<file path="src/rtl/qsi_pkg.sv">
package qsi_pkg;

    typedef enum logic [2:0] {
        ST_WAIT_CLK = 3'd0,
        ST_CLK_STOP = 3'd1,
        ST_DLL_RST  = 3'd2,
        ST_NOP_CNT  = 3'd3,
        ST_READY    = 3'd4
    } qsi_state_e;

    localparam logic [1:0] MODE_DLL_OFF  = 2'b00;
    localparam logic [1:0] MODE_PIN      = 2'b01;
    localparam logic [1:0] MODE_CLK_STOP = 2'b10;

    localparam int CMD_W = 2;
    localparam logic [CMD_W-1:0] CMD_NOP   = 2'b00;
    localparam logic [CMD_W-1:0] CMD_READ  = 2'b01;
    localparam logic [CMD_W-1:0] CMD_WRITE = 2'b10;

endpackage

</file>
<file path="src/rtl/qsi_cycle_counter.sv">
module qsi_cycle_counter #(
    parameter int STOP_CYC = 3,
    parameter int NOP_CYC  = 1024
) (
    input  logic clk,
    input  logic rst,
    input  logic clr,
    input  logic en,
    output logic hit_stop,
    output logic hit_nop
);
    localparam int MAX_CYC = (NOP_CYC > STOP_CYC) ? NOP_CYC : STOP_CYC;
    localparam int CNT_W   = $clog2(MAX_CYC + 1);

    logic [CNT_W-1:0] cnt_q;

    always_ff @(posedge clk) begin
        if (rst || clr) begin
            cnt_q <= '0;
        end else if (en && (cnt_q != CNT_W'(MAX_CYC))) begin
            cnt_q <= cnt_q + 1'b1;
        end
    end

    assign hit_stop = (cnt_q == CNT_W'(STOP_CYC - 1));
    assign hit_nop  = (cnt_q == CNT_W'(NOP_CYC - 1));

endmodule

</file>
<file path="src/rtl/qsi_seq_fsm.sv">
module qsi_seq_fsm
    import qsi_pkg::*;
(
    input  logic       clk,
    input  logic       rst,
    input  logic [1:0] mode_sel,
    input  logic       clk_stable,
    input  logic       stop_req,
    input  logic       freq_req,
    input  logic       hit_stop,
    input  logic       hit_nop,
    output logic       cnt_clr,
    output logic       cnt_en,
    output logic       dll_en_q,
    output logic       clk_en_q,
    output logic       rdy_q
);
    qsi_state_e state_q, state_d;

    function automatic logic pin_level(qsi_state_e s, logic [1:0] m);
        logic lvl;
        if (m == MODE_CLK_STOP) begin
            lvl = 1'b1;
        end else if (m == MODE_PIN) begin
            lvl = (s != ST_WAIT_CLK) && (s != ST_DLL_RST);
        end else begin
            lvl = 1'b0;
        end
        return lvl;
    endfunction

    // state register
    always_ff @(posedge clk) begin
        if (rst) begin
            state_q <= ST_WAIT_CLK;
        end else begin
            state_q <= state_d;
        end
    end

    // next state
    always_comb begin
        state_d = state_q;
        if (!clk_stable) begin
            state_d = ST_WAIT_CLK;
        end else begin
            unique case (state_q)
                ST_WAIT_CLK: begin
                    if (mode_sel == MODE_CLK_STOP) begin
                        state_d = ST_CLK_STOP;
                    end else begin
                        state_d = ST_NOP_CNT;
                    end
                end
                ST_CLK_STOP: if (hit_stop) state_d = ST_NOP_CNT;
                ST_DLL_RST:  if (hit_stop) state_d = ST_NOP_CNT;
                ST_NOP_CNT:  if (hit_nop)  state_d = ST_READY;
                ST_READY: begin
                    if (stop_req) begin
                        state_d = ST_CLK_STOP;
                    end else if (freq_req) begin
                        if (mode_sel == MODE_PIN) begin
                            state_d = ST_DLL_RST;
                        end else if (mode_sel == MODE_CLK_STOP) begin
                            state_d = ST_CLK_STOP;
                        end else begin
                            state_d = ST_NOP_CNT;
                        end
                    end
                end
                default: state_d = ST_WAIT_CLK;
            endcase
        end
    end

    assign cnt_clr = (state_d != state_q);
    assign cnt_en  = (state_q == ST_CLK_STOP) || (state_q == ST_DLL_RST)
                   || (state_q == ST_NOP_CNT);

    // outputs, registered from the next state so pins change with the state
    always_ff @(posedge clk) begin
        if (rst) begin
            dll_en_q <= 1'b0;
            clk_en_q <= 1'b1;
            rdy_q    <= 1'b0;
        end else begin
            dll_en_q <= pin_level(state_d, mode_sel);
            clk_en_q <= (state_d != ST_CLK_STOP);
            rdy_q    <= (state_d == ST_READY);
        end
    end

endmodule

</file>
<file path="src/rtl/qsi_cmd_gate.sv">
module qsi_cmd_gate
    import qsi_pkg::*;
(
    input  logic             rdy_q,
    input  logic             clk_stable,
    input  logic             stop_req,
    input  logic             freq_req,
    input  logic [CMD_W-1:0] host_cmd,
    output logic             ready,
    output logic [CMD_W-1:0] mem_cmd
);
    always_comb begin
        ready   = rdy_q && clk_stable && !stop_req && !freq_req;
        mem_cmd = ready ? host_cmd : CMD_NOP;
    end

endmodule

</file>
<file path="src/rtl/qsram_init_seq.sv">
module qsram_init_seq
    import qsi_pkg::*;
#(
    parameter int REF_PERIOD_PS = 10000,
    parameter int STOP_MIN_PS   = 30000,
    parameter int NOP_CYC       = 1024
) (
    input  logic       clk,
    input  logic       rst,
    input  logic [1:0] mode_sel,
    input  logic       clk_stable,
    input  logic       stop_req,
    input  logic       freq_req,
    input  logic [1:0] host_cmd,
    output logic [1:0] mem_cmd,
    output logic       dll_en,
    output logic       mem_clk_en,
    output logic       ready
);
    localparam int STOP_RAW = (STOP_MIN_PS + REF_PERIOD_PS - 1) / REF_PERIOD_PS;
    localparam int STOP_CYC = (STOP_RAW < 1) ? 1 : STOP_RAW;

    logic cnt_clr, cnt_en, hit_stop, hit_nop;
    logic dll_en_q, clk_en_q, rdy_q;

    qsi_cycle_counter #(
        .STOP_CYC(STOP_CYC),
        .NOP_CYC (NOP_CYC)
    ) u_cnt (
        .clk     (clk),
        .rst     (rst),
        .clr     (cnt_clr),
        .en      (cnt_en),
        .hit_stop(hit_stop),
        .hit_nop (hit_nop)
    );

    qsi_seq_fsm u_fsm (
        .clk       (clk),
        .rst       (rst),
        .mode_sel  (mode_sel),
        .clk_stable(clk_stable),
        .stop_req  (stop_req),
        .freq_req  (freq_req),
        .hit_stop  (hit_stop),
        .hit_nop   (hit_nop),
        .cnt_clr   (cnt_clr),
        .cnt_en    (cnt_en),
        .dll_en_q  (dll_en_q),
        .clk_en_q  (clk_en_q),
        .rdy_q     (rdy_q)
    );

    qsi_cmd_gate u_gate (
        .rdy_q     (rdy_q),
        .clk_stable(clk_stable),
        .stop_req  (stop_req),
        .freq_req  (freq_req),
        .host_cmd  (host_cmd),
        .ready     (ready),
        .mem_cmd   (mem_cmd)
    );

    assign dll_en     = dll_en_q;
    assign mem_clk_en = clk_en_q;

endmodule

</file>
<file path="config.mk">
export PLATFORM = sky130hd
export DESIGN_NAME = qsram_init_seq
export DESIGN_NICKNAME = d
export VERILOG_FILES = /design/src/rtl/qsi_pkg.sv /design/src/rtl/qsi_cycle_counter.sv /design/src/rtl/qsi_seq_fsm.sv /design/src/rtl/qsi_cmd_gate.sv /design/src/rtl/qsram_init_seq.sv
export SDC_FILE = /design/constraint.sdc
export NUM_CORES = 1
export LEC_CHECK = 0
export BUFFER_PORTS_ARGS = -buffer_cell sky130_fd_sc_hd__buf_2
export CAP_MARGIN = 20
export CORE_MARGIN = 3
export CORE_UTILIZATION = 48
export CTS_BUF_LIST = sky130_fd_sc_hd__clkbuf_4
export DETAILED_ROUTE_END_ITERATION = 8
export PLACE_DENSITY_LB_ADDON = 0.3
export SLEW_MARGIN = 30
export SYNTH_ARGS = -nofsm -noshare
export SYNTH_HDL_FRONTEND = slang
export SYNTH_SLANG_ARGS = --single-unit
</file>
<file path="constraint.sdc">
create_clock -name clk -period 1.8 [get_ports clk]
set_input_delay 0.36 -clock clk [delete_from_list [all_inputs] [get_ports clk]]
set_output_delay 0.36 -clock clk [all_outputs]
set_load 0.02 [all_outputs]
</file>
==> flow_summary.ini, run 1 <==
[global_route]
grt_pass1_wl_mm = 3.93
grt_remaining_overflow = 0
grt_pass1_vias = 923
grt_max_degree = 12
antenna_found_initial = 0
track_usage_pct = 19.5

[final_layout]
nFillCells = 180
post-route-util_pct = 61.1
drive_gt1_share_pct = 28.1
ff_latch_area_um2 = 343
design_area_mm2 = 0.00125
layout_commonest_cell = dfxtp_1
multiInputGateArea_um2 = 678
diodes = 0
layout_common_cells = dfxtp_1, nor4_1, buf_2
nets = 159
area_growth_pct = 16.7

[logic_synthesis]
syn_inst = 126
synthSimpleGateAreaFrac_pct = 35.6
synth_fa_ha_area_share_pct = 3.51
ys_warn_count = 0
synth_top_family_by_area = simple AND/OR/NAND/NOR gates
muxShareOfSynthArea_pct = 0.937
syn_area_per_cell_um2 = 8.48
synth_top_area_share_pct = 31.9
synth_compound_area_share_pct = 14.3
synth-seq-cells = 17
netlist_area_mm2 = 0.00107
yosysTopAreaCell = dfxtp_1
synth_xor_xnor_area_share_pct = 7.38
synth_seq_area_share_pct = 31.9
ys_types = 45
syn-num-nets = 138
ys_top_cells_by_area = dfxtp_1, nor4_1, xnor2_1

[worst_setup_path]
start_kind = flop
required_ns = 1.98
path_max_fanout = 4
cp_slowest_cell = or4_1
critPathMaxStageDelay_ns = 0.54
crit_type = flop to flop
crit_chain = ha_1, nand2_1, or4_1, a211oi_2, o211ai_1
r2r-start = u_cnt.cnt_q[0]
path_delay_family = simple AND/OR/NAND/NOR gates
critical_path_buf_inv_count = 0
crit_path_start = u_cnt.cnt_q[0]
crit_arrival_ns = 1.88
crit_path_end_kind = flop

[route]
vias = 1001
drt-initial-drc-count = 19
dr.pass1.iters = 4
ant_nets = 0
drc_errors = 0
wirelength_mm = 2.43
wire_per_inst_um = 14.0
vias_per_cell = 5.79

[place]
portBuffers = 13
dp_hpwl_mm = 1.74
dpl-instance-area_mm2 = 0.00120
gp_congestion = 0.823

[timing]
fin_crit_sh_pct = 94.4
relSlewSlack_pct = 50.3
slew_violations = 0
final.min_clock_period_ns = 1.70
finalSetupViolCount = 0
fmax_ghz = 0.588
fin_worst_skew_ns = 0.000930
tightest_slew_ns = 0.741
hold_viol = 0
rsz0062_at_grt = false

[power]
p_sw_w = 0.000199
ir_drop_mv = 0.526
power.internal_w = 0.000536
sequentialPowerShare_pct = 52.5
switching_share_pct = 27.1
p_leak_nw = 0.448
p_per_area_mw_per_mm2 = 590
combPwrFrac_pct = 17.3
pwr-share-clk_pct = 30.1

[die]
pin_count = 14
rows = 16
core_area_mm2 = 0.00204
die_h_um = 53.2
die-area_mm2 = 0.00283
initial_core_util_pct = 52.3
fp.dieW_um = 53.2

[run_status]
status = finished clean

[clock_network]
cts.htree.levels = 1
postCtsSetupBuffers = 0
cts_sinks = 17
cts_tree = done
clock_path_buffers = 2
cts_made_buffers = 3
clk_pin_slew_ns = 0.10
cts_root_buf = clkbuf_4
insertion_delay_ns = 0.29

[hold_path]
worstHoldStart = rst
hp-class = input pin to flop

[job]
maxCapViolations = 0
[logic make-up (layout without fill, tap and decap cells)]
logic type                 Yosys count  after routing
xor gates and xnor gates             9              9
buffers and inverters               14             34
DFF                                 17             17
muxes                                1              1
and+or+nand+nor                     63             63
AOI/OAI and AO/OA                   19             19
adders and majority gates            3              3
[path summary, 6_finish.rpt]
path | endpoint | slack [ns] | cells past startpoint
worst max-delay path | u_fsm.clk_en_q | 0.10 | 5
worst min-delay path | u_fsm.state_q[1] | 0.23 | 2
worst max register to register | u_fsm.clk_en_q | 0.10 | 5
worst min register to register | u_cnt.cnt_q[0] | 0.57 | 2
[cells in the mapped netlist, drive strengths merged]
cell type,instances
a211oi,2
inv,8
or2,1
o221a,1
buf,5
nand4,3
nor3,3
nand3b,2
nor2,6
clkbuf,1
xnor2,7
or3,1
nand3,7
a2bb2oi,1
or4,1
ha,3
o21ai,3
o211ai,2
and2,3
nor2b,4
a21oi,2
and3,1
a22o,1
dfxtp,17
or3b,1
o21ba,1
nand2,6
nor3b,2
mux2i,1
nand2b,2
o21a,1
nor4,16
o21bai,1
and4,3
a41oi,1
xor2,2
a2111oi,2
o22ai,1
and4bb,1
[worst register-to-register path, delay by kind of cell (launching register included)]
kind | cells | cell delay (ns)
flip-flops | 1 | 0.37
adder cells (fa/ha/maj) | 1 | 0.18
AND/OR/NAND/NOR | 2 | 0.63
AO/OA/AOI/OAI | 2 | 0.40
[per-stage QoR]
stage          TNS, ns  hold WS [ns]  power [W]  setup slack, ns  cells
2_1_floorplan        0         0.437   0.000484            0.141    126
3_3_place_gp     -1.01         0.541   0.000517          -0.0994    169
5_1_grt              0         0.221   0.000770           0.0141    173
6_report             0         0.231   0.000735            0.101    173
4_1_cts              0         0.230   0.000739           0.0136    173
3_5_place_dp         0         0.543   0.000520           0.0456    169
[layout make-up]
type                            count  share of cell area, %
Inverter                            8                   2.41
Tap cell                           27                   2.71
Multi-Input combinational cell     95                   54.4
Clock buffer                        4                   2.41
Timing Repair Buffer               22                   10.6
Sequential cell                    17                   27.5
[registers in the layout (all words and copies together) (netlist names)]
register / cells
u_fsm.clk_en_q: 1
u_cnt.cnt_q: 11
u_fsm.state_q: 3
u_fsm.dll_en_q: 1
u_fsm.rdy_q: 1
[layer usage]
layer / wire length, um / vias up / track usage (%)
met5: 0 / - / 0
met4: 26 / 0 / 5.11
li1: - / 511 / -
met3: 121 / 5 / 5.92
met1: 1080 / 466 / 21.5
met2: 1210 / 19 / 35.7
[power groups by stage]
stage / clock, W / sequential (W) / combinational (W)
after floorplan: 0 / 0.000398 / 0.0000863
after global placement: 0 / 0.000395 / 0.000122
after detailed placement: 0 / 0.000395 / 0.000125
after CTS: 0.000227 / 0.000386 / 0.000126
after global routing: 0.000242 / 0.000387 / 0.000141
final: 0.000222 / 0.000386 / 0.000127
[repair_timing]
item,CTS,global route
gates resized for setup,0,5
endpoints found under the hold margin,0,0
setup endpoints to repair,0,13
hold buffers,0,0
Power figures use the tool's default switching activity.
==> run 2: changes to the inputs <==
Settings changed: CELL_PAD_IN_SITES_DETAIL_PLACEMENT set to 0, CELL_PAD_IN_SITES_GLOBAL_PLACEMENT set to 1, CORE_UTILIZATION 48 to 40.
==> run 2 against run 1 <==
Via count increased by 3.5%. Non-clock buffer count up 6. Sequential share of layout area shrank 1.0 points. Critical path depth down 1. Sequential cell count unchanged. Clock power about the same. Core utilization is 9.6 points lower. Die area rose by 18%. Count of clock-buffer cells in the layout is the same. Hold slack better by 0.014 ns. Highest routed layer unchanged.
==> flow_summary.ini, run 2 (synthesis results as in run 1) <==
[run_status]
status = finished clean

[final_layout]
regMostFlops = u_cnt.cnt_q
layout_common_cells = dfxtp_1, nor4_1, buf_4
area_growth_pct = 20.5
design_area_mm2 = 0.00129
drive_gt1_share_pct = 28.9
diodes = 0
largest_reg_flops = 11
top_regs = u_cnt.cnt_q (11), u_fsm.state_q (3)
layout_commonest_cell = dfxtp_1
nets = 165
nFillCells = 241

[die]
initial_core_util_pct = 42.7
pin_count = 14
die-area_mm2 = 0.00333
fp.dieW_um = 57.7
die_h_um = 57.7
rows = 18
core_area_mm2 = 0.00250

[hold_path]
hp-class = input pin to flop

[worst_setup_path]
crit_path_end_kind = flop
path_max_fanout = 6
crit_arrival_ns = 1.88
crit_type = flop to flop
required_ns = 1.97
start_kind = flop

[route]
ant_nets = 0
vias_per_cell = 5.69
drc_errors = 0
dr.pass1.iters = 4
drt-initial-drc-count = 34
vias = 1036
wirelength_mm = 2.55
wire_per_inst_um = 14.0

[power]
p_leak_nw = 0.475
p_per_area_mw_per_mm2 = 579
ir_drop_mv = 0.574
totalPowerFinal_w = 0.000745

[global_route]
antenna_found_initial = 0
grt_remaining_overflow = 0
grt_pass1_wl_mm = 4.35
track_usage_pct = 16.8
grt_pass1_vias = 969
grt_max_degree = 12

[clock_network]
cts_tree = done
cts_made_buffers = 3
cts_sinks = 17
clock_path_buffers = 2
post_cts_resized = 0
cts_hold_buffers = 0
cts.htree.levels = 1
postCtsSetupBuffers = 0
insertion_delay_ns = 0.29
cts_root_buf = clkbuf_4
clk_pin_slew_ns = 0.10

[timing]
tightest_slew_ns = 0.763
relSlewSlack_pct = 48.8
fin_crit_sh_pct = 95.5
hold_viol = 0
slew_violations = 0
fmax_ghz = 0.582
fin_worst_skew_ns = 0.00983
final.min_clock_period_ns = 1.72
rsz0062_at_grt = false
finalSetupViolCount = 0

[job]
maxCapViolations = 0

[place]
gp_congestion = 0.835
dpl-instance-area_mm2 = 0.00125
dp_hpwl_mm = 1.91
portBuffers = 13
run 2: routing by layer:
layer / global-route usage [%] / up-vias / wire length [um]
li1: - / 527 / -
met1: 21.2 / 484 / 1140
met2: 27.6 / 23 / 1250
met3: 5.12 / 2 / 138
met4: 4.97 / 0 / 15
met5: 0 / - / 0
run 2: worst max-delay path, cell delays in order, from the launching register on:
cell and delay, ns:
dfxtp_1 0.47, nand3_2 0.16, or4_1 0.57, a211oi_2 0.26
o211ai_1 0.13
run 2: through the flow:
step	setup WS [ns]	hold WS (ns)	setup TNS (ns)	util, %	std cells
CTS	0.0116	0.234	0	51.2	182
global placement	-0.129	0.540	-1.28	49.8	178
finish	0.0816	0.245	0	51.5	182
detailed placement	0.0441	0.543	0	50.0	178
global route	0.00165	0.226	0	51.5	182
floorplan	0.141	0.437	0	-	126
run 2: worst paths after layout:
| check | end | depth (start not counted) | start | slack (ns) |
|---|---|---|---|---|
| hold / removal | u_fsm.state_q[1] | 2 | rst | 0.24 |
| hold reg to reg | u_cnt.cnt_q[8] | 2 | u_cnt.cnt_q[8] | 0.60 |
| setup reg to reg | u_fsm.clk_en_q | 4 | u_cnt.cnt_q[3] | 0.08 |
| setup / recovery | u_fsm.clk_en_q | 4 | u_cnt.cnt_q[3] | 0.08 |
run 2: cell type report:
cell class	instances	area [um^2]	share of cell area (%)
well taps	30	37.5	2.92
repair buffers	28	178	13.8
inverters	8	30.0	2.33
clock buffers	4	30.0	2.33
flip-flops and latches	17	340	26.4
multi-input cells	95	672	52.2
run 2: power by group:
group / switching, W / total (W) / internal, W / leakage, nW
Combinational: 0.0000801 / 0.000139 / 0.0000590 / 0.319
Clock: 0.000119 / 0.000221 / 0.000101 / 0.0184
Sequential: 0.00000254 / 0.000385 / 0.000383 / 0.138
==> run 3: changes to the inputs <==
Settings changed: CELL_PAD_IN_SITES_DETAIL_PLACEMENT 0 to 2, CELL_PAD_IN_SITES_GLOBAL_PLACEMENT 1 to 2, CORE_UTILIZATION 40 to 35.
Clock period 1.8 ns to 1.87 ns, I/O delays scaled along.
==> run 3 against run 2 <==
Register-to-register slack about the same. First-iteration DRC count rose by 65%. Critical path depth stayed put. Power decreased by 4.6%. Die area is 13% higher. Wire length rose by 35%. Sequential share of layout area rose by 1.3 points. Design area decreased by 3.9%. Combinational power down 11%.
==> flow_summary.ini, run 3 (synthesis results as in run 1) <==
[worst_setup_path]
required_ns = 2.06
crit-reg2reg-capture = u_fsm.clk_en_q
r2r_slack_ns = 0.09
crit_arrival_ns = 1.97
start_kind = flop
crit_path_end_kind = flop
crit_type = flop to flop
r2r-start = u_cnt.cnt_q[3]
reg2reg_depth = 4
path_max_fanout = 6

[final_layout]
layout_commonest_cell = dfxtp_1
layout_common_cells = dfxtp_1, nor4_1, buf_2
largest_reg_flops = 11
nets = 157
area_growth_pct = 15.8
design_area_mm2 = 0.00124
regMostFlops = u_cnt.cnt_q
top_regs = u_cnt.cnt_q (11), u_fsm.state_q (3)
diodes = 0
drive_gt1_share_pct = 27.1

[clock_network]
cts_tree = done
cts_root_buf = clkbuf_4
insertion_delay_ns = 0.30
cts_sinks = 17
cts_made_buffers = 3
postCtsSetupBuffers = 0
clk_pin_slew_ns = 0.11
clock_path_buffers = 2
post_cts_resized = 0
cts_hold_buffers = 0
cts.htree.levels = 1

[timing]
slew_violations = 0
hold_viol = 0
relSlewSlack_pct = 60.6
finalSetupViolCount = 0
fmax_ghz = 0.562
hold_ws_ns = 0.250
final.min_clock_period_ns = 1.78
fin_crit_sh_pct = 95.1
fin_worst_skew_ns = 0.00108
tightest_slew_ns = 0.577

[job]
maxCapViolations = 0

[die]
pin_count = 14
die-area_mm2 = 0.00375
die_h_um = 61.3
initial_core_util_pct = 37.8
rows = 19
fp.dieW_um = 61.3
core_area_mm2 = 0.00283

[global_route]
grt_remaining_overflow = 0
antenna_found_initial = 0
track_usage_pct = 19.4
grt_pass1_wl_mm = 5.26
grt_pass1_vias = 1089
grt_max_degree = 13

[route]
drc_errors = 0
vias_per_cell = 6.30
wire_per_inst_um = 19.6
vias = 1102
wirelength_mm = 3.43
drt-initial-drc-count = 56
dr.pass1.iters = 4
ant_nets = 0

[place]
gp_congestion = 0.759
dp_hpwl_mm = 2.51
portBuffers = 13
dpl-instance-area_mm2 = 0.00119

[power]
ir_drop_mv = 0.347
p_leak_nw = 0.430
p_per_area_mw_per_mm2 = 574

[hold_path]
worstHoldStart = rst
hp-class = input pin to flop
hold_depth = 2
hold_end = u_fsm.state_q[1]

[run_status]
status = finished clean
-- run 3: changes by cell type in the layout (fill, tap and decap cells not counted), sizes merged --
cell | previous run | this run
clkbuf | 4 | 3
buf | 28 | 20
clkinv | 0 | 1
-- run 3: how the worst max path moves through the flow --
stage / startpoint / endpoint / slack, ns / depth (start not counted)
after CTS: u_cnt.cnt_q[1] / u_fsm.clk_en_q / 0.07 / 5
after detailed placement: u_cnt.cnt_q[1] / u_fsm.clk_en_q / 0.11 / 5
after global routing: u_cnt.cnt_q[1] / u_fsm.clk_en_q / -0.02 / 5
after global placement: u_cnt.cnt_q[0] / u_fsm.clk_en_q / 0.18 / 5
final: u_cnt.cnt_q[3] / u_fsm.clk_en_q / 0.09 / 4
after floorplan: u_cnt.cnt_q[1] / u_fsm.clk_en_q / 0.21 / 5
-- run 3: power breakdown --
| part | total [W] | switching [W] | internal (W) | leakage [nW] |
|---|---|---|---|---|
| sequential | 0.000378 | 0.00000947 | 0.000369 | 0.139 |
| clock | 0.000209 | 0.000129 | 0.0000799 | 0.0177 |
| combinational | 0.000124 | 0.0000756 | 0.0000483 | 0.274 |
| total | 0.000711 | 0.000214 | 0.000497 | 0.430 |
-- run 3: layout make-up --
class,instances,area (um^2)
Tap cell,31,38.8
Timing Repair Buffer,20,118
Fill cell,336,1590
Clock buffer,3,22.5
Sequential cell,17,343
Clock inverter,1,5.00
Inverter,8,30.0
Multi-Input combinational cell,95,681
-- run 3: through the flow --
stage                     setup TNS [ns]  cells  utilization, %  setup WS [ns]  total power, W
after global placement                 0    171            41.9          0.180        0.000502
after detailed placement               0    171            41.9          0.113        0.000508
final                                  0    175            43.7         0.0918        0.000711
after CTS                              0    175            42.9         0.0682        0.000717
after global routing             -0.0356    175            43.7        -0.0175        0.000751
after floorplan                        0    126               -          0.211        0.000466
-- run 3: critical path: stages (launching register included) --
cell and delay [ns]:
dfxtp_1 0.49, nand3_2 0.20, or4_1 0.58, a211oi_2 0.26
o211ai_1 0.12
-- run 3: routing by layer --
layer	wire, um	track usage, %	up-vias
li1	-	-	509
met1	1530	26.3	559
met2	1710	30.5	28
met3	139	1.89	6
met4	47	9.60	0
met5	0	0	-
